## config.mk

```make
export PLATFORM = sky130hd
export DESIGN_NAME = cs_window_decoder
export DESIGN_NICKNAME = d
export VERILOG_FILES = /design/src/rtl/cs_window_decoder.sv
export SDC_FILE = /design/constraint.sdc
export NUM_CORES = 1
export LEC_CHECK = 0
export ABC_AREA = 1
export BUFFER_PORTS_ARGS = -buffer_cell sky130_fd_sc_hd__buf_2
export CORE_ASPECT_RATIO = 1.5
export CORE_MARGIN = 3
export CORE_UTILIZATION = 55
export CTS_CLUSTER_DIAMETER = 200
export DETAILED_ROUTE_END_ITERATION = 12
export MAX_ROUTING_LAYER = met4
export PLACE_DENSITY = 0.77
export RECOVER_POWER = 50
export SLEW_MARGIN = 10
export SYNTH_ARGS = -nofsm -noshare
export SYNTH_HDL_FRONTEND = slang
export SYNTH_SLANG_ARGS = --single-unit
export TNS_END_PERCENT = 5
```

## constraint.sdc

```tcl
create_clock -name clk -period 4.1 [get_ports clk]
set_input_delay 0.615 -clock clk [delete_from_list [all_inputs] [get_ports clk]]
set_output_delay 0.615 -clock clk [all_outputs]
set_load 0.005 [all_outputs]
```

## src/rtl/cs_window_decoder.sv

```systemverilog
module cs_window_decoder #(
  parameter int NUM_CS = 5,
  parameter int ADDR_W = 28,
  parameter int MB_LSB = 20
) (
  input  logic                      clk,
  input  logic                      rst_n,
  input  logic                      cfg_we,
  input  logic [$clog2(NUM_CS+1)-1:0] cfg_idx,
  input  logic [31:0]               cfg_wdata,
  input  logic                      req_valid,
  input  logic [ADDR_W-1:0]         req_addr,
  output logic                      out_valid,
  output logic                      out_hit,
  output logic                      out_err,
  output logic [$clog2(NUM_CS)-1:0] out_cs,
  output logic [NUM_CS-1:0]         out_sel,
  output logic [31:0]               out_offset
);
  localparam int IDX_W   = $clog2(NUM_CS + 1);
  localparam int CS_W    = $clog2(NUM_CS);
  localparam int FIELD_W = ADDR_W - MB_LSB;
  localparam int NARROW  = 24;

  logic [FIELD_W-1:0] st_f [NUM_CS];
  logic [FIELD_W-1:0] last_f [NUM_CS];
  logic [NUM_CS-1:0]  en_q;
  logic [NUM_CS-1:0]  wide_q;
  logic [ADDR_W-1:0]  win_start [NUM_CS];
  logic [NUM_CS-1:0]  hit_vec;

  for (genvar i = 0; i < NUM_CS; i++) begin : g_win
    logic [ADDR_W:0] lim;
    always_ff @(posedge clk) begin
      if (!rst_n) begin
        st_f[i]   <= '0;
        last_f[i] <= '0;
        en_q[i]   <= 1'b0;
      end else if (cfg_we && cfg_idx == IDX_W'(i)) begin
        st_f[i]   <= cfg_wdata[4 +: FIELD_W];
        last_f[i] <= cfg_wdata[MB_LSB +: FIELD_W];
        en_q[i]   <= |cfg_wdata;
      end
    end
    assign win_start[i] = {st_f[i], {MB_LSB{1'b0}}};
    assign lim          = {1'b0, last_f[i], {MB_LSB{1'b0}}} + (ADDR_W+1)'(1 << MB_LSB);
    assign hit_vec[i]   = en_q[i] && (req_addr >= win_start[i]) && ({1'b0, req_addr} < lim);
  end

  always_ff @(posedge clk) begin
    if (!rst_n)
      wide_q <= '0;
    else if (cfg_we && cfg_idx == IDX_W'(NUM_CS))
      wide_q <= cfg_wdata[NUM_CS-1:0];
  end

  logic [CS_W-1:0]   sel_idx;
  logic [ADDR_W-1:0] sel_start;
  logic              sel_wide;
  always_comb begin
    sel_idx   = '0;
    sel_start = '0;
    sel_wide  = 1'b0;
    for (int i = NUM_CS - 1; i >= 0; i--) begin
      if (hit_vec[i]) begin
        sel_idx   = CS_W'(i);
        sel_start = win_start[i];
        sel_wide  = wide_q[i];
      end
    end
  end

  wire              found  = |hit_vec;
  wire              take   = req_valid && found;
  wire [NUM_CS-1:0] onehot = hit_vec & (~hit_vec + NUM_CS'(1));
  wire [ADDR_W-1:0] diff   = req_addr - sel_start;
  wire [31:0]       off    = sel_wide ? 32'(diff) : 32'(diff[NARROW-1:0]);

  always_ff @(posedge clk) begin
    if (!rst_n) begin
      out_valid  <= 1'b0;
      out_hit    <= 1'b0;
      out_err    <= 1'b0;
      out_cs     <= '0;
      out_sel    <= '0;
      out_offset <= '0;
    end else begin
      out_valid  <= req_valid;
      out_hit    <= take;
      out_err    <= req_valid && !found;
      out_cs     <= take ? sel_idx : '0;
      out_sel    <= take ? onehot : '0;
      out_offset <= take ? off : '0;
    end
  end
endmodule


```

==> Word level (Yosys, flattened, before mapping) <==
Memory sizes are Yosys's and may differ from the RTL's.
Index checks and enable logic that the tools add are counted.
{ "word_totals": {"regBits": 53, "latchBits": 0, "ram_bits": 80, "romBits": 0, "inputBits": 67, "out_inout_bits": 43, "wordCells": 120, "n_memories": 2} }
{ "memory_table": {"columns": ["name", "words", "width", "read_ports", "rd_ports_with_merged_regs", "wr", "line", "rtl"], "rows": [
  ["last_f", 5, 8, 5, 0, 5, "26", "logic [FIELD_W-1:0] last_f [NUM_CS];"],
  ["st_f", 5, 8, 5, 0, 5, "25", "logic [FIELD_W-1:0] st_f [NUM_CS];"]
]} }
{ "op_classes": {"add_sub_neg": 7, "mul": 0, "n_div": 0, "n_lt_le_gt_ge": 10, "eq_ne": 5, "shifts": 0, "n_mux": 40, "bitwise": 14, "reduce_logical": 27} }
{ "ops": {"columns": ["operator", "n"], "rows": [
  ["28-bit by 21-bit adder with 29-bit output (second input constant)", 5],
  ["28-bit by 29-bit less-than comparator with 1-bit output", 5],
  ["28-bit greater-or-equal comparator", 5],
  ["28-bit two-way mux", 5],
  ["8-bit two-way mux", 10],
  ["32-bit OR reduction", 1],
  ["28-bit subtractor", 1],
  ["1-bit two-way mux", 22],
  ["1-bit logical AND", 18],
  ["1-bit OR", 10],
  ["3-bit by 2-bit == test with 1-bit output (second input constant)", 2],
  ["3-bit == test (second input constant)", 2],
  ["6-bit OR reduction", 1],
  ["5-bit by 1-bit adder with 5-bit output (second input constant)", 1],
  ["5-bit AND", 1],
  ["5-bit NOT", 1],
  ["5-bit OR reduction", 1],
  ["2-bit two-way mux", 2],
  ["4-bit OR reduction", 1],
  ["3-bit by 1-bit == test with 1-bit output (second input constant)", 1],
  ["3-bit zero test", 1],
  ["3-bit two-way mux", 1],
  ["3-bit AND reduction", 1],
  ["3-bit OR reduction", 1],
  ["3 further kinds", 4]
]} }

==> Logic depth before layout (Yosys ltp) <==
Gate-level depths: netlist of the first run.
An unclocked memory read counts as a cell.
{ "logic_depth": {"depth_word": 10, "depth_mapped": 29} }

==> Least setup slack after synthesis of the first run <==
Ideal clock, no wire load.
{ "synth_path": {"kind": "register -> register", "start": "memory last_f[0][0] (netlist bit)", "end": "register out_offset[26]", "t_arrival_ns": 3.587, "slack_ns": 0.449, "path_stages_with_launch": 28, "path_buffers": 0, "synth_period_minus_slack_ns": 3.651, "cell_sequence": "edfxtp_1 > ha_1 > nand2_1 > nor2_4 > nand3_1 > xor2_1 > ha_1 > a21o_1 > nand3_1 > nand2_1 > nor2_1 > nand2_1 > nor2_4 > nor2_4 > nand2_1 > a21oi_1 > nor3_1 > ha_1 > inv_1 > fa_1 > nand2_1 > a21oi_1 > nor2_1 > o21ai_0 > a21oi_1 > xnor2_1 > inv_1 > nor2_1"} }
{ "synth_rtl": {"columns": ["element", "line", "rtl"], "rows": [
  ["from (decl)", "26", null],
  ["to (signal assigned)", "93", "out_offset <= take ? off : '0;"],
  ["to (decl)", "18", "output logic [31:0] out_offset"]
]} }

==> impl_results.rst, run 1 <==
.. list-table::
   :header-rows: 1

   * - Metric
     - Value
   * - Run status
     - finished, final reports clean
   * - Yosys reg bits
     - 129
   * - Final Core Density
     - 68.72%
   * - Vias in the first global route
     - 7008
   * - Port Buffer Count
     - 105
   * - Worst Path Required
     - 4.46 ns
   * - Iteration count of the initial detailed-routing pass
     - 5
   * - Count of boundary I/O pins
     - 110
   * - Final setup violation count
     - 0
   * - Startpoint of the worst-slack reg-to-reg timing path
     - last_f[2][0]
   * - Synth warnings
     - 0
   * - Delay of the slowest cell on the worst path
     - 0.40 ns
   * - Final hold violation count
     - 0
   * - Source of the critical timing path
     - last_f[2][0]
   * - Post-route minimum period
     - 4.010 ns
   * - Setup slack, reg-to-reg
     - 0.09 ns
   * - Pin count of the biggest net entering global routing
     - 29
   * - RePlAce Congestion
     - 0.9890
   * - Stages on worst setup path
     - 28
   * - Number of antenna violations at the first check in global routing
     - 0
   * - CP top delay family
     - simple AND/OR/NAND/NOR gates
   * - Static leakage power
     - 4.747 nW
   * - Number of max-cap violations
     - 0
   * - Most instantiated flip-flop cell in the synthesis netlist
     - edfxtp_1
   * - Crit path buffers/inverters
     - 3
   * - Maximum level of the CTS H-tree
     - 4
   * - Initial drt markers
     - 422
   * - Setup repair after global routing missed its margin
     - yes
   * - Overflow after GRT
     - 0
   * - Non-filler instance count after layout
     - 1351
   * - Synthesized cell area
     - 8075 um2
   * - Top cells by area, synth
     - edfxtp_1 30%, ha_1 13%, dfxtp_1 12%, nand2_1 9.5%, nor2_1 8.3%
   * - Share of the synthesized area in the top cell type
     - 29.75%
   * - Total clock sinks
     - 129
   * - Mean cell area of the mapped netlist
     - 8.051 um2
   * - Critical Path End
     - out_offset[26]
   * - Post-route setup TNS
     - 0 ns
   * - Placed wire-length estimate after detailed placement
     - 15.78 mm
   * - CP endpoint kind
     - flop
   * - Critical path startpoint category
     - flop
   * - Max-slew violations
     - 0
   * - Proportion of synthesized chip area in sequential cells
     - 41.90%
   * - Effective utilization at floorplan
     - 56.90%
   * - Clock Latency Late Sink
     - 0.42 ns
   * - Number of distinct library cell variants in the gate-level netlist after synthesis
     - 42
   * - Worst flop-to-flop path endpoint
     - out_offset[26]
   * - Cell area after placement
     - 8974 um2
   * - Vias after detailed routing
     - 7028
   * - Class of the tightest hold or removal check
     - input port to flop
   * - Worst path slowest cell
     - edfxtp_1
   * - Biggest area consumer among synthesized cells
     - edfxtp_1
   * - Area of the placeable core
     - 14190 um2
   * - Reg clk slew, reported paths
     - 0.06 ns
   * - Adder-cell share of the synthesized area
     - 13.73%
   * - DRT Wirelength
     - 21.36 mm
   * - Post-layout instance area
     - 9752 um2
   * - Number of cells traversed by the worst register-to-register path
     - 28
   * - Site Rows
     - 53
   * - Total Nets Final
     - 1301
   * - Multiplexer fraction of the synthesized cell area
     - 0%
   * - Proportion of synthesized flip-flops having asynchronous set or reset
     - 0%
   * - Max-slew headroom
     - 28.07%
   * - Biggest fanout along the worst timing path
     - 3
   * - Most frequent CP cell
     - nand2_2
   * - Fraction of final layout cells sized beyond drive strength 1
     - 18.98%
   * - DRC
     - 0
   * - Die outline area
     - 16200 um2
   * - Area overhead of the layout relative to synthesis
     - 20.76%
   * - Clock tree from TritonCTS
     - yes
   * - Largest family of logic cells by synthesized area
     - simple AND/OR/NAND/NOR gates
   * - Global-route wire length before repair
     - 32.94 mm
   * - Die Span Y
     - 154.4 um
   * - Placement Setup Slack
     - 0.07284 ns
   * - Gate Count Post-Synth
     - 1003
   * - Global-route total usage across every layer
     - 26.87%
   * - Number of nets with antenna violations after routing
     - 0
   * - Antenna Diode Count
     - 0
   * - Worst clock skew
     - 0.008443 ns
   * - Die Span X
     - 104.9 um
   * - Clock buffers created by TritonCTS
     - 17
   * - Post-synthesis share of cell area spent on and, or, nand and nor gates
     - 27.13%
   * - Setup slack of the critical path after layout
     - 0.08981 ns
   * - Category of the critical setup timing path
     - flop to flop
   * - Number of enable-type register cells in the synthesized netlist
     - 80
   * - Fmax
     - 249.4 MHz
   * - Fraction of the cycle the final worst path needs
     - 97.81%
   * - Detail-routed net length per standard cell
     - 15.81 um
   * - Buffer cell driving the clock tree root
     - clkbuf_16
   * - Count of hold buffers inserted by post-cts repair
     - 0
   * - Worst path arrival time
     - 4.37 ns
   * - Power per Cell Area
     - 374.9 nW/um2
   * - DR vias/cell
     - 5.202
   * - Peak supply drop
     - 258.1 uV
   * - Post-placement cell count
     - 1315
   * - Actual transition at the worst max-transition pin
     - 1.079 ns
   * - Clock tree buffer depth
     - 2
   * - XOR/XNOR share of the synthesized area
     - 3.688%
   * - Synth Area in Compound Gates
     - 4.943%
-- report_power, final --
group	internal [mW]	switching (mW)
registers	1.44	0.0412
logic	0.229	0.365
clock network	1.01	0.564
-- worst min path at each step --
stage                       startpoint              to  slack, ns  cells after the start
final                     req_addr[17]  out_offset[17]       0.42                      3
after global routing       req_addr[8]   out_offset[8]       0.43                      3
after CTS                 req_addr[17]  out_offset[17]       0.42                      3
after detailed placement       en_q[4]         en_q[4]       0.48                      2
after global placement       wide_q[3]       wide_q[3]       0.46                      2
after floorplan              wide_q[3]       wide_q[3]       0.43                      2
-- metal layers --
layer / track usage (%) / wire length, um
met1: 26.65 / 7530
met2: 47.35 / 11110
met3: 4.259 / 1234
met4: 19.39 / 1479
met5: - / 0
-- logic make-up after synthesis --
group                    after synthesis
flip-flops                           129
AND/OR/NAND/NOR                      502
adder cells (fa/ha/maj)               88
XOR/XNOR                              34
buffers and inverters                176
other                                  1
AO/OA/AOI/OAI                         73
-- stage by stage --
step / hold slack [ns] / total power, mW
final: 0.4222 / 3.656
after global routing: 0.4259 / 3.810
after CTS: 0.4164 / 3.620
after detailed placement: 0.4772 / 2.054
after global placement: 0.4596 / 2.033
after floorplan: 0.4299 / 1.869
-- worst min-delay path: cells and delay by family --
| kind | cells | cell delay, ns |
|---|---|---|
| buffers and inverters | 2 | 0.11 |
| and+or+nand+nor | 1 | 0.08 |
-- registers in the layout (all words and copies together) (netlist names), 3 cells and up --
name	count
last_f	40
st_f	40
out_offset	28
en_q	5
out_sel	5
wide_q	5
out_cs	3
-- what timing repair did --
item,4_1_cts,5_1_grt
setup buffers,0,4
gates resized for setup,0,46
endpoints found under the hold margin,0,0
setup endpoints to repair,0,4
-- cell usage after synthesis, types with 2 or more instances --
cell,count
ha_1,87
nand4_1,12
nand3b_1,3
or2_2,2
buf_4,4
and2_1,2
nor2_4,6
xor2_1,20
inv_1,158
inv_2,3
nand2_2,6
dfxtp_1,49
nor2_1,179
nor2_2,18
o22ai_1,7
clkbuf_1,7
nand3_2,3
nand3_1,47
a21o_1,5
edfxtp_1,80
o21ai_0,19
xnor2_1,14
nor4_1,8
buf_6,2
nand2_1,205
a21oi_1,37
nor3_1,5
-- layout by cell type (no fill, tap or decap), types with 3 or more instances in the layout --
cell / netlist / layout
a21o_1: 5 / 5
a21oi_1: 37 / 33
a21oi_2: 0 / 4
buf_2: 0 / 87
buf_4: 4 / 24
bufinv_16: 0 / 4
clkbuf_1: 7 / 21
clkbuf_16: 0 / 17
clkinv_1: 1 / 3
clkinvlp_4: 0 / 5
conb_1: 1 / 4
dfxtp_1: 49 / 49
edfxtp_1: 80 / 80
ha_1: 87 / 81
ha_2: 0 / 3
ha_4: 0 / 3
inv_1: 158 / 155
inv_2: 3 / 5
nand2_1: 205 / 198
nand2_2: 6 / 12
nand3_1: 47 / 42
nand3_2: 3 / 8
nand3b_1: 3 / 3
nand4_1: 12 / 12
nor2_1: 179 / 174
nor2_2: 18 / 19
nor2_4: 6 / 10
nor3_1: 5 / 3
nor4_1: 8 / 8
o21ai_0: 19 / 16
o21ai_1: 1 / 3
o22ai_1: 7 / 7
xnor2_1: 14 / 14
xor2_1: 20 / 20
-- layout make-up --
| class | count | area [um2] |
|---|---|---|
| Fill cell | 1162 | 4439 |
| Multi-Input combinational cell | 701 | 4170 |
| Sequential cell | 129 | 3383 |
| Timing Repair Buffer | 134 | 725.7 |
| Inverter | 163 | 615.6 |
| Clock buffer | 18 | 429.2 |
| Tap cell | 192 | 240.2 |
| Clock inverter | 14 | 187.7 |
Power figures use the tool's default switching activity.
==> inputs of run 2 (changes only) <==
--- a/config.mk
+++ b/config.mk
@@ -5,10 +5,9 @@
 export SDC_FILE = /design/constraint.sdc
 export NUM_CORES = 1
 export LEC_CHECK = 0
-export ABC_AREA = 1
 export BUFFER_PORTS_ARGS = -buffer_cell sky130_fd_sc_hd__buf_2
 export CORE_ASPECT_RATIO = 1.5
-export CORE_MARGIN = 3
+export CORE_MARGIN = 4
 export CORE_UTILIZATION = 55
 export CTS_CLUSTER_DIAMETER = 200
 export DETAILED_ROUTE_END_ITERATION = 12
==> run 2 against run 1 <==
Effect of this change: the flow now finishes with violations (negative setup slack); synthesized cell count down 27%; sequential power about the same; clock-buffer cell count up 4; die area down 2.9%; register-to-register slack worse by 0.62 ns; core utilization up 3.5 points; sequential share of layout area up 0.10 points; total power down 2.2%; global-route usage up 2.4 points.
==> impl_results.rst, run 2 <==
.. list-table::
   :header-rows: 1

   * - Metric
     - Value
   * - Commonest cells post-synth
     - 104 x and2_1, 87 x ha_1, 80 x edfxtp_1, 56 x inv_1, 49 x dfxtp_1
   * - Multiplexer fraction of the synthesized cell area
     - 0.6614% (+0.66 points)
   * - Total clock sinks
     - 129 (unchanged)
   * - Setup slack of the critical path after layout
     - -0.5286 ns (-0.6184 ns)
   * - Count of boundary I/O pins
     - 110 (unchanged)
   * - XOR/XNOR share of the synthesized area
     - 4.167% (+0.48 points)
   * - Static leakage power
     - 4.250 nW (-10%)
   * - Share of the synthesized area in the top cell type
     - 31.75% (+2.0 points)
   * - Clock Latency Late Sink
     - 0.42 ns (about the same)
   * - Global-route total usage across every layer
     - 29.25% (+2.4 points)
   * - Power per Cell Area
     - 367.6 nW/um2 (-2.0%)
   * - Placed wire-length estimate after detailed placement
     - 16.96 mm (+7.5%)
   * - Leading registers by flop count
     - last_f x40, st_f x40, out_offset x28
   * - Max-slew headroom
     - 22.01% (-6.1 points)
   * - Overflow after GRT
     - 0 (unchanged)
   * - Setup repair after global routing missed its margin
     - yes
   * - Actual transition at the worst max-transition pin
     - 1.158 ns (+0.07864 ns)
   * - Port Buffer Count
     - 105 (unchanged)
   * - Area of the placeable core
     - 13470 um2 (-5.1%)
   * - Pin count of the biggest net entering global routing
     - 23 (-21%)
   * - CP top delay family
     - compound AO/OA/AOI/OAI gates
   * - Post-route minimum period
     - 4.629 ns (+0.6184 ns)
   * - Yosys reg bits
     - 129 (unchanged)
   * - Most instantiated flip-flop cell in the synthesis netlist
     - edfxtp_1
   * - Biggest area consumer among synthesized cells
     - edfxtp_1
   * - Max-slew violations
     - 0 (unchanged)
   * - Number of distinct library cell variants in the gate-level netlist after synthesis
     - 60 (+43%)
   * - DRC
     - 0 (unchanged)
   * - Crit path cell chain
     - ha_4 > nand3_2 > xor2_1 > ha_1 > nand3_1 > a21o_1 > a211oi_2 > buf_4 > a211o_1 > nand4_1 > a221o_1 > a22o_1 > ha_1 > nor2b_1 > o2111ai_1 > nand4b_1 > a21o_1 > a21oi_2 > xor2_1 > or4_1 > a31oi_1
   * - Final setup violation count
     - 3 (+3)
   * - Vias in the first global route
     - 6904 (-1.5%)
   * - Mean cell area of the mapped netlist
     - 10.31 um2 (+28%)
   * - Most used cells in the layout excluding fill and tap cells
     - 103 x and2_1, 98 x buf_4, 84 x buf_2
   * - Die outline area
     - 15740 um2 (-2.9%)
   * - Clock tree from TritonCTS
     - yes
   * - Synthesized cell area
     - 7567 um2 (-6.3%)
   * - Die Span X
     - 103.8 um (-1.1%)
   * - Clock buffers created by TritonCTS
     - 17 (unchanged)
   * - Detail-routed net length per standard cell
     - 19.79 um (+25%)
   * - RePlAce Congestion
     - 0.9564 (-3.3%)
   * - Critical path startpoint category
     - flop
   * - Effective utilization at floorplan
     - 56.19% (-0.72 points)
   * - Crit path buffers/inverters
     - 1 (-2)
   * - Total Nets Final
     - 1103 (-15%)
   * - Proportion of synthesized flip-flops having asynchronous set or reset
     - 0% (unchanged)
   * - Antenna Diode Count
     - 0 (unchanged)
   * - Class of the tightest hold or removal check
     - input port to flop
   * - Gate Count Post-Synth
     - 734 (-27%)
   * - Worst Path Required
     - 4.45 ns (about the same)
   * - Synth Area in Compound Gates
     - 12.22% (+7.3 points)
   * - Biggest fanout along the worst timing path
     - 4 (+1)
   * - Fill cells
     - 941 (-19%)
   * - Delay of the slowest cell on the worst path
     - 0.51 ns (+0.11 ns)
   * - Most common library cell in the layout ignoring fill and taps
     - and2_1
   * - Fraction of final layout cells sized beyond drive strength 1
     - 26.12% (+7.1 points)
   * - Number of nets with antenna violations after routing
     - 0 (unchanged)
   * - Count leader, synth
     - and2_1
   * - Placement Setup Slack
     - -0.6499 ns (-0.7228 ns)
   * - DR vias/cell
     - 5.915 (+14%)
   * - Reg clk slew, reported paths
     - 0.06 ns (about the same)
   * - Post-synthesis share of cell area spent on and, or, nand and nor gates
     - 19.63% (-7.5 points)
   * - Initial drt markers
     - 301 (-29%)
   * - Iteration count of the initial detailed-routing pass
     - 5 (unchanged)
   * - Number of antenna violations at the first check in global routing
     - 0 (unchanged)
   * - Final hold violation count
     - 0 (unchanged)
   * - Area overhead of the layout relative to synthesis
     - 28.49%
   * - Maximum level of the CTS H-tree
     - 4 (unchanged)
   * - Vias after detailed routing
     - 6642 (-5.5%)
   * - Worst path arrival time
     - 4.98 ns (+0.61 ns)
   * - Count of hold buffers inserted by post-cts repair
     - 0 (unchanged)
   * - Hold Worst Slack
     - 0.4110 ns (-0.01117 ns)
   * - Worst path slowest cell
     - or4_1
   * - Worst clock skew
     - 0.006863 ns (-0.001580 ns)
   * - Largest family of logic cells by synthesized area
     - simple AND/OR/NAND/NOR gates
   * - Fmax
     - 216.0 MHz (-13%)
   * - DRT Wirelength
     - 22.23 mm (+4.1%)
   * - Proportion of synthesized chip area in sequential cells
     - 44.71% (+2.8 points)
   * - Number of max-cap violations
     - 0 (unchanged)
   * - Buffer cell driving the clock tree root
     - clkbuf_16
   * - Top cells by area, synth
     - edfxtp_1 32%, ha_1 14%, dfxtp_1 13%, and2_1 8.6%, inv_1 2.8%
   * - Die Span Y
     - 151.7 um (-1.8%)
   * - Adder-cell share of the synthesized area
     - 14.65% (+0.92 points)
   * - Synth warnings
     - 0 (unchanged)
   * - Peak supply drop
     - 270.8 uV (+5.0%)
   * - Clock tree buffer depth
     - 2 (unchanged)
   * - Global-route wire length before repair
     - 34.17 mm (+3.7%)
   * - Site Rows
     - 52 (-1.9%)
   * - CP endpoint kind
     - flop
   * - Category of the critical setup timing path
     - flop to flop
   * - Failing checks
     - negative setup slack
   * - Number of enable-type register cells in the synthesized netlist
     - 80 (unchanged)
   * - Run status
     - finished, violations left
   * - Fraction of the cycle the final worst path needs
     - 112.9% (+15 points)
-- run 2: changes by cell type in the layout (fill, tap and decap cells not counted), moves of 8 or more --
cell	change
nand2_2	-10
a21oi_1	-8
nand3_1	-19
and2_1	+102
nand2_1	-170
nor2_1	-136
o21ai_0	+12
inv_1	-99
nor2_4	-9
nor2_2	-16
buf_4	+74
-- run 2: path summary, 6_finish.rpt --
check                from              to  slack [ns]  cells past startpoint
max          last_f[3][0]  out_offset[27]       -0.53                     21
min           req_addr[0]   out_offset[0]        0.41                      2
max reg2reg  last_f[3][0]  out_offset[27]       -0.53                     21
min reg2reg       en_q[0]         en_q[0]        0.48                      2
-- run 2: through the flow --
step	setup TNS, ns	instance area, um2	power [mW]	utilization (%)	cells
2_1_floorplan	-0.2186	7634	1.806	-	737
3_3_place_gp	-1.080	9026	2.040	67.02	1085
3_5_place_dp	-1.329	9026	2.078	67.02	1085
4_1_cts	-0.9826	9681	3.562	71.88	1120
5_1_grt	-1.671	9723	3.708	72.19	1123
6_report	-0.9880	9723	3.574	72.19	1123
-- run 2: worst reg2reg max path: cells and delay by family, from the launching register on --
family	cells	cell delay, ns
DFF	1	0.43
buffers and inverters	1	0.18
xor gates and xnor gates	2	0.25
AOI/OAI and AO/OA	9	1.79
adders and majority gates	3	0.75
and+or+nand+nor	6	1.17
-- run 2: metal layers --
layer | part of all wire, % | up-vias | global-route usage, % | wire, um
li1 | - | 3095 | - | -
met1 | 34 | 3151 | 26.99 | 7463
met2 | 53 | 288 | 54.29 | 11870
met3 | 6.0 | 108 | 5.468 | 1334
met4 | 7.0 | 0 | 21.22 | 1557
met5 | 0 | - | - | 0
-- run 2: area by class of cell --
cell class / instances / area [um2] / share of cell area, %
Multi-Input combinational cell: 534 / 4045 / 41.60
Sequential cell: 129 / 3383 / 34.80
Timing Repair Buffer: 209 / 1281 / 13.18
Clock buffer: 22 / 528.0 / 5.430
Inverter: 57 / 214.0 / 2.200
Tap cell: 162 / 202.7 / 2.085
Clock inverter: 10 / 68.82 / 0.7078
-- run 2: power by group --
group | switching [mW] | leakage (nW) | internal, mW
Combinational | 0.332 | 2.78 | 0.277
Sequential | 0.0409 | 1.17 | 1.44
Clock | 0.568 | 0.298 | 0.913
Total | 0.941 | 4.25 | 2.63
-- run 2: what timing repair did --
item	in CTS	in global routing
gates cloned	0	1
buffers inserted	3	2
setup endpoints to repair	3	5
resized for setup	8	17
pin swaps	6	6
endpoints found under the hold margin	0	0
-- run 2: kinds of logic after synthesis --
logic type | after synthesis
compound gates | 133
xor+xnor | 36
fa+ha+maj | 88
buf+inv | 74
flops | 129
mux | 5
other cells | 1
simple gates | 268
==> inputs of run 3 (changes only) <==
--- a/config.mk
+++ b/config.mk
@@ -5,7 +5,7 @@
 export SDC_FILE = /design/constraint.sdc
 export NUM_CORES = 1
 export LEC_CHECK = 0
-export BUFFER_PORTS_ARGS = -buffer_cell sky130_fd_sc_hd__buf_2
+export BUFFER_PORTS_ARGS = -buffer_cell sky130_fd_sc_hd__clkbuf_2
 export CORE_ASPECT_RATIO = 1.5
 export CORE_MARGIN = 4
 export CORE_UTILIZATION = 55
@@ -18,4 +18,3 @@
 export SYNTH_ARGS = -nofsm -noshare
 export SYNTH_HDL_FRONTEND = slang
 export SYNTH_SLANG_ARGS = --single-unit
-export TNS_END_PERCENT = 5
==> run 3 against run 2 <==
Effect of this change: the run still ends with negative setup slack left; clock-buffer cell count decreased by 1; clock skew increased by 0.0024 ns; die area unchanged; largest power group is now the clock network; via count increased by 1.7%; clock power about the same.
==> impl_results.rst, run 3 (synthesized netlist as in run 2, its figures left out) <==
.. list-table::
   :header-rows: 1

   * - Metric
     - Value
   * - Vias in the first global route
     - 7049 (+2.1%)
   * - Worst clock skew
     - 0.009218 ns (+0.002355 ns)
   * - Worst path slowest cell
     - or4_1
   * - Global-route wire length before repair
     - 35.83 mm (+4.9%)
   * - Share of total power in combinational logic
     - 18.3% (+1.3 points)
   * - RePlAce Congestion
     - 1.045 (+9.3%)
   * - Die Span Y
     - 151.7 um (unchanged)
   * - Design Power
     - 3.647 mW (+2.1%)
   * - Max-slew headroom
     - 25.79% (+3.8 points)
   * - Placed wire-length estimate after detailed placement
     - 17.64 mm (+4.0%)
   * - Fraction of the cycle the final worst path needs
     - 110.1% (-2.8 points)
   * - DR vias/cell
     - 5.923 (+0.14%)
   * - Area overhead of the layout relative to synthesis
     - 31.94%
   * - Overflow after GRT
     - 0 (unchanged)
   * - Worst-case hold path end point
     - out_offset[9]
   * - Buffer cell driving the clock tree root
     - clkbuf_16
   * - Run status
     - finished, violations left
   * - Placement Setup Slack
     - -0.7551 ns (-0.1052 ns)
   * - Worst flop-to-flop path endpoint
     - out_offset[27]
   * - Portion of total power attributed to sequential cells
     - 40.7% (-0.8 points)
   * - Setup slack of the critical path after layout
     - -0.4141 ns (+0.1145 ns)
   * - Number of max-cap violations
     - 0 (unchanged)
   * - Effective utilization at floorplan
     - 56.19% (unchanged)
   * - Final setup violation count
     - 4 (+1)
   * - Worst Path Required
     - 4.45 ns (about the same)
   * - Final Core Density
     - 74.14% (+1.9 points)
   * - Vias after detailed routing
     - 6752 (+1.7%)
   * - Critical path startpoint category
     - flop
   * - Pin count of the biggest net entering global routing
     - 23 (unchanged)
   * - Hold Worst Slack
     - 0.4098 ns (-0.001220 ns)
   * - Detail-routed net length per standard cell
     - 20.51 um (+3.6%)
   * - CP top delay family
     - compound AO/OA/AOI/OAI gates
   * - Clock buffers created by TritonCTS
     - 17 (unchanged)
   * - CP endpoint kind
     - flop
   * - Post-route minimum period
     - 4.514 ns (-0.1145 ns)
   * - Number of nets with antenna violations after routing
     - 0 (unchanged)
   * - Total Nets Final
     - 1120 (+1.5%)
   * - Global-route total usage across every layer
     - 30.74% (+1.5 points)
   * - Failing checks
     - negative setup slack
   * - Crit path buffers/inverters
     - 0 (-1)
   * - Fraction of final layout cells sized beyond drive strength 1
     - 29.14% (+3.0 points)
   * - Peak supply drop
     - 309.4 uV (+14%)
   * - Fmax
     - 221.5 MHz (+2.5%)
   * - Site Rows
     - 52 (unchanged)
   * - Max-slew violations
     - 0 (unchanged)
   * - Clock tree buffer depth
     - 2 (unchanged)
   * - Final hold violation count
     - 0 (unchanged)
   * - Maximum level of the CTS H-tree
     - 4 (unchanged)
   * - Share of total power consumed by net switching
     - 26.58% (+0.26 points)
   * - Iteration count of the initial detailed-routing pass
     - 4 (-1)
   * - Clock Latency Late Sink
     - 0.42 ns (about the same)
   * - Stages on worst setup path
     - 20 (-4.8%)
   * - Antenna Diode Count
     - 0 (unchanged)
   * - Category of the critical setup timing path
     - flop to flop
   * - Reg clk slew, reported paths
     - 0.06 ns (about the same)
   * - Biggest fanout along the worst timing path
     - 3 (-1)
   * - Total clock sinks
     - 129 (unchanged)
   * - Worst hold path stage count
     - 2 (unchanged)
   * - Setup slack, reg-to-reg
     - -0.41 ns (+0.11 ns)
   * - Leading registers by flop count
     - last_f x40, st_f x40, out_offset x28
   * - Power per Cell Area
     - 365.3 nW/um2 (-0.62%)
   * - Port Buffer Count
     - 105 (unchanged)
   * - Most common library cell in the layout ignoring fill and taps
     - buf_4
   * - Power Internal
     - 2.678 mW (+1.7%)
   * - Post-layout instance area
     - 9985 um2 (+2.7%)
   * - Net Switching
     - 0.9694 mW (+3.0%)
   * - Worst Min Path Start
     - req_addr[9]
   * - Area of the placeable core
     - 13470 um2 (unchanged)
   * - Actual transition at the worst max-transition pin
     - 1.101 ns (-0.05614 ns)
   * - Cell area after placement
     - 9074 um2 (+0.53%)
   * - Die Span X
     - 103.8 um (unchanged)
   * - Static leakage power
     - 4.373 nW (+2.9%)
   * - DRT Wirelength
     - 23.38 mm (+5.2%)
   * - Number of cells traversed by the worst register-to-register path
     - 20 (-4.8%)
   * - Die outline area
     - 15740 um2 (unchanged)
   * - Initial drt markers
     - 325 (+8.0%)
   * - Startpoint of the worst-slack reg-to-reg timing path
     - last_f[3][1]
   * - DRC
     - 0 (unchanged)
   * - Count of boundary I/O pins
     - 110 (unchanged)
   * - Delay of the slowest cell on the worst path
     - 0.50 ns (about the same)
   * - Crit path cell chain
     - ha_4 > nand3_2 > xor2_1 > ha_1 > a21o_1 > a211oi_2 > a211oi_4 > a211oi_4 > a21oi_2 > a221o_1 > a22o_1 > ha_1 > nor2b_4 > o2111ai_2 > nand4b_1 > a21o_1 > a21oi_2 > xor2_1 > or4_1 > a31oi_1
   * - Fraction of power consumed by the clock network
     - 41.0% (-0.4 points)
   * - Class of the tightest hold or removal check
     - input port to flop
   * - Most used cells in the layout excluding fill and tap cells
     - 102 x buf_4, 101 x and2_1, 87 x clkbuf_2
   * - Worst path arrival time
     - 4.87 ns (-0.11 ns)
   * - Number of antenna violations at the first check in global routing
     - 0 (unchanged)
   * - Setup repair after global routing missed its margin
     - yes
   * - Clock tree from TritonCTS
     - yes
==> run 3: worst max-delay path by stage <==
stage,start,to,slack [ns]
5_1_grt,last_f[3][0],out_offset[27],-0.59
2_1_floorplan,last_f[3][0],out_offset[27],-0.22
6_report,last_f[3][1],out_offset[27],-0.41
3_5_place_dp,req_addr[24],out_offset[27],-0.76
3_3_place_gp,req_addr[24],out_offset[27],-0.72
4_1_cts,last_f[3][0],out_offset[27],-0.38
==> run 3: final cells by class <==
type / instances / area, um2
Clock buffer: 21 / 491.7
Clock inverter: 11 / 97.59
Fill cell: 936 / 3483
Inverter: 57 / 214.0
Multi-Input combinational cell: 534 / 4125
Sequential cell: 129 / 3383
Tap cell: 162 / 202.7
Timing Repair Buffer: 226 / 1470
==> run 3: power groups by stage <==
stage | sequential [mW] | combinational, mW | clock, mW
finish | 1.49 | 0.666 | 1.50
global route | 1.49 | 0.723 | 1.57
detailed placement | 1.51 | 0.577 | 0
floorplan | 1.50 | 0.305 | 0
global placement | 1.51 | 0.544 | 0
CTS | 1.48 | 0.627 | 1.50
==> run 3: metrics by stage <==
stage	std cells	setup TNS (ns)
after floorplan	737	-0.2186
after global placement	1089	-1.350
after detailed placement	1089	-1.593
after CTS	1137	-0.8740
after global routing	1140	-1.633
final	1140	-1.025
==> run 3: metal layers <==
layer,part of all wire [%],GRT usage (%),vias up
met5,0,-,-
met4,6.8,20.36,0
met3,5.4,4.960,122
met2,53,57.47,285
met1,34,29.33,3214
li1,-,-,3131
==> run 3: repair_timing <==
item                       in CTS  in global routing
resized for setup              27                 27
setup endpoints to repair       4                  5
buffers inserted               17                  3
hold buffers                    0                  0
pin swaps                      12                 17
==> run 3: worst reg2reg max path, delay by kind of cell, from the launching register on <==
family / cells / cell delay, ns
fa+ha+maj: 3 / 0.78
flops: 1 / 0.45
compound gates: 11 / 2.07
simple gates: 4 / 0.87
xor+xnor: 2 / 0.26
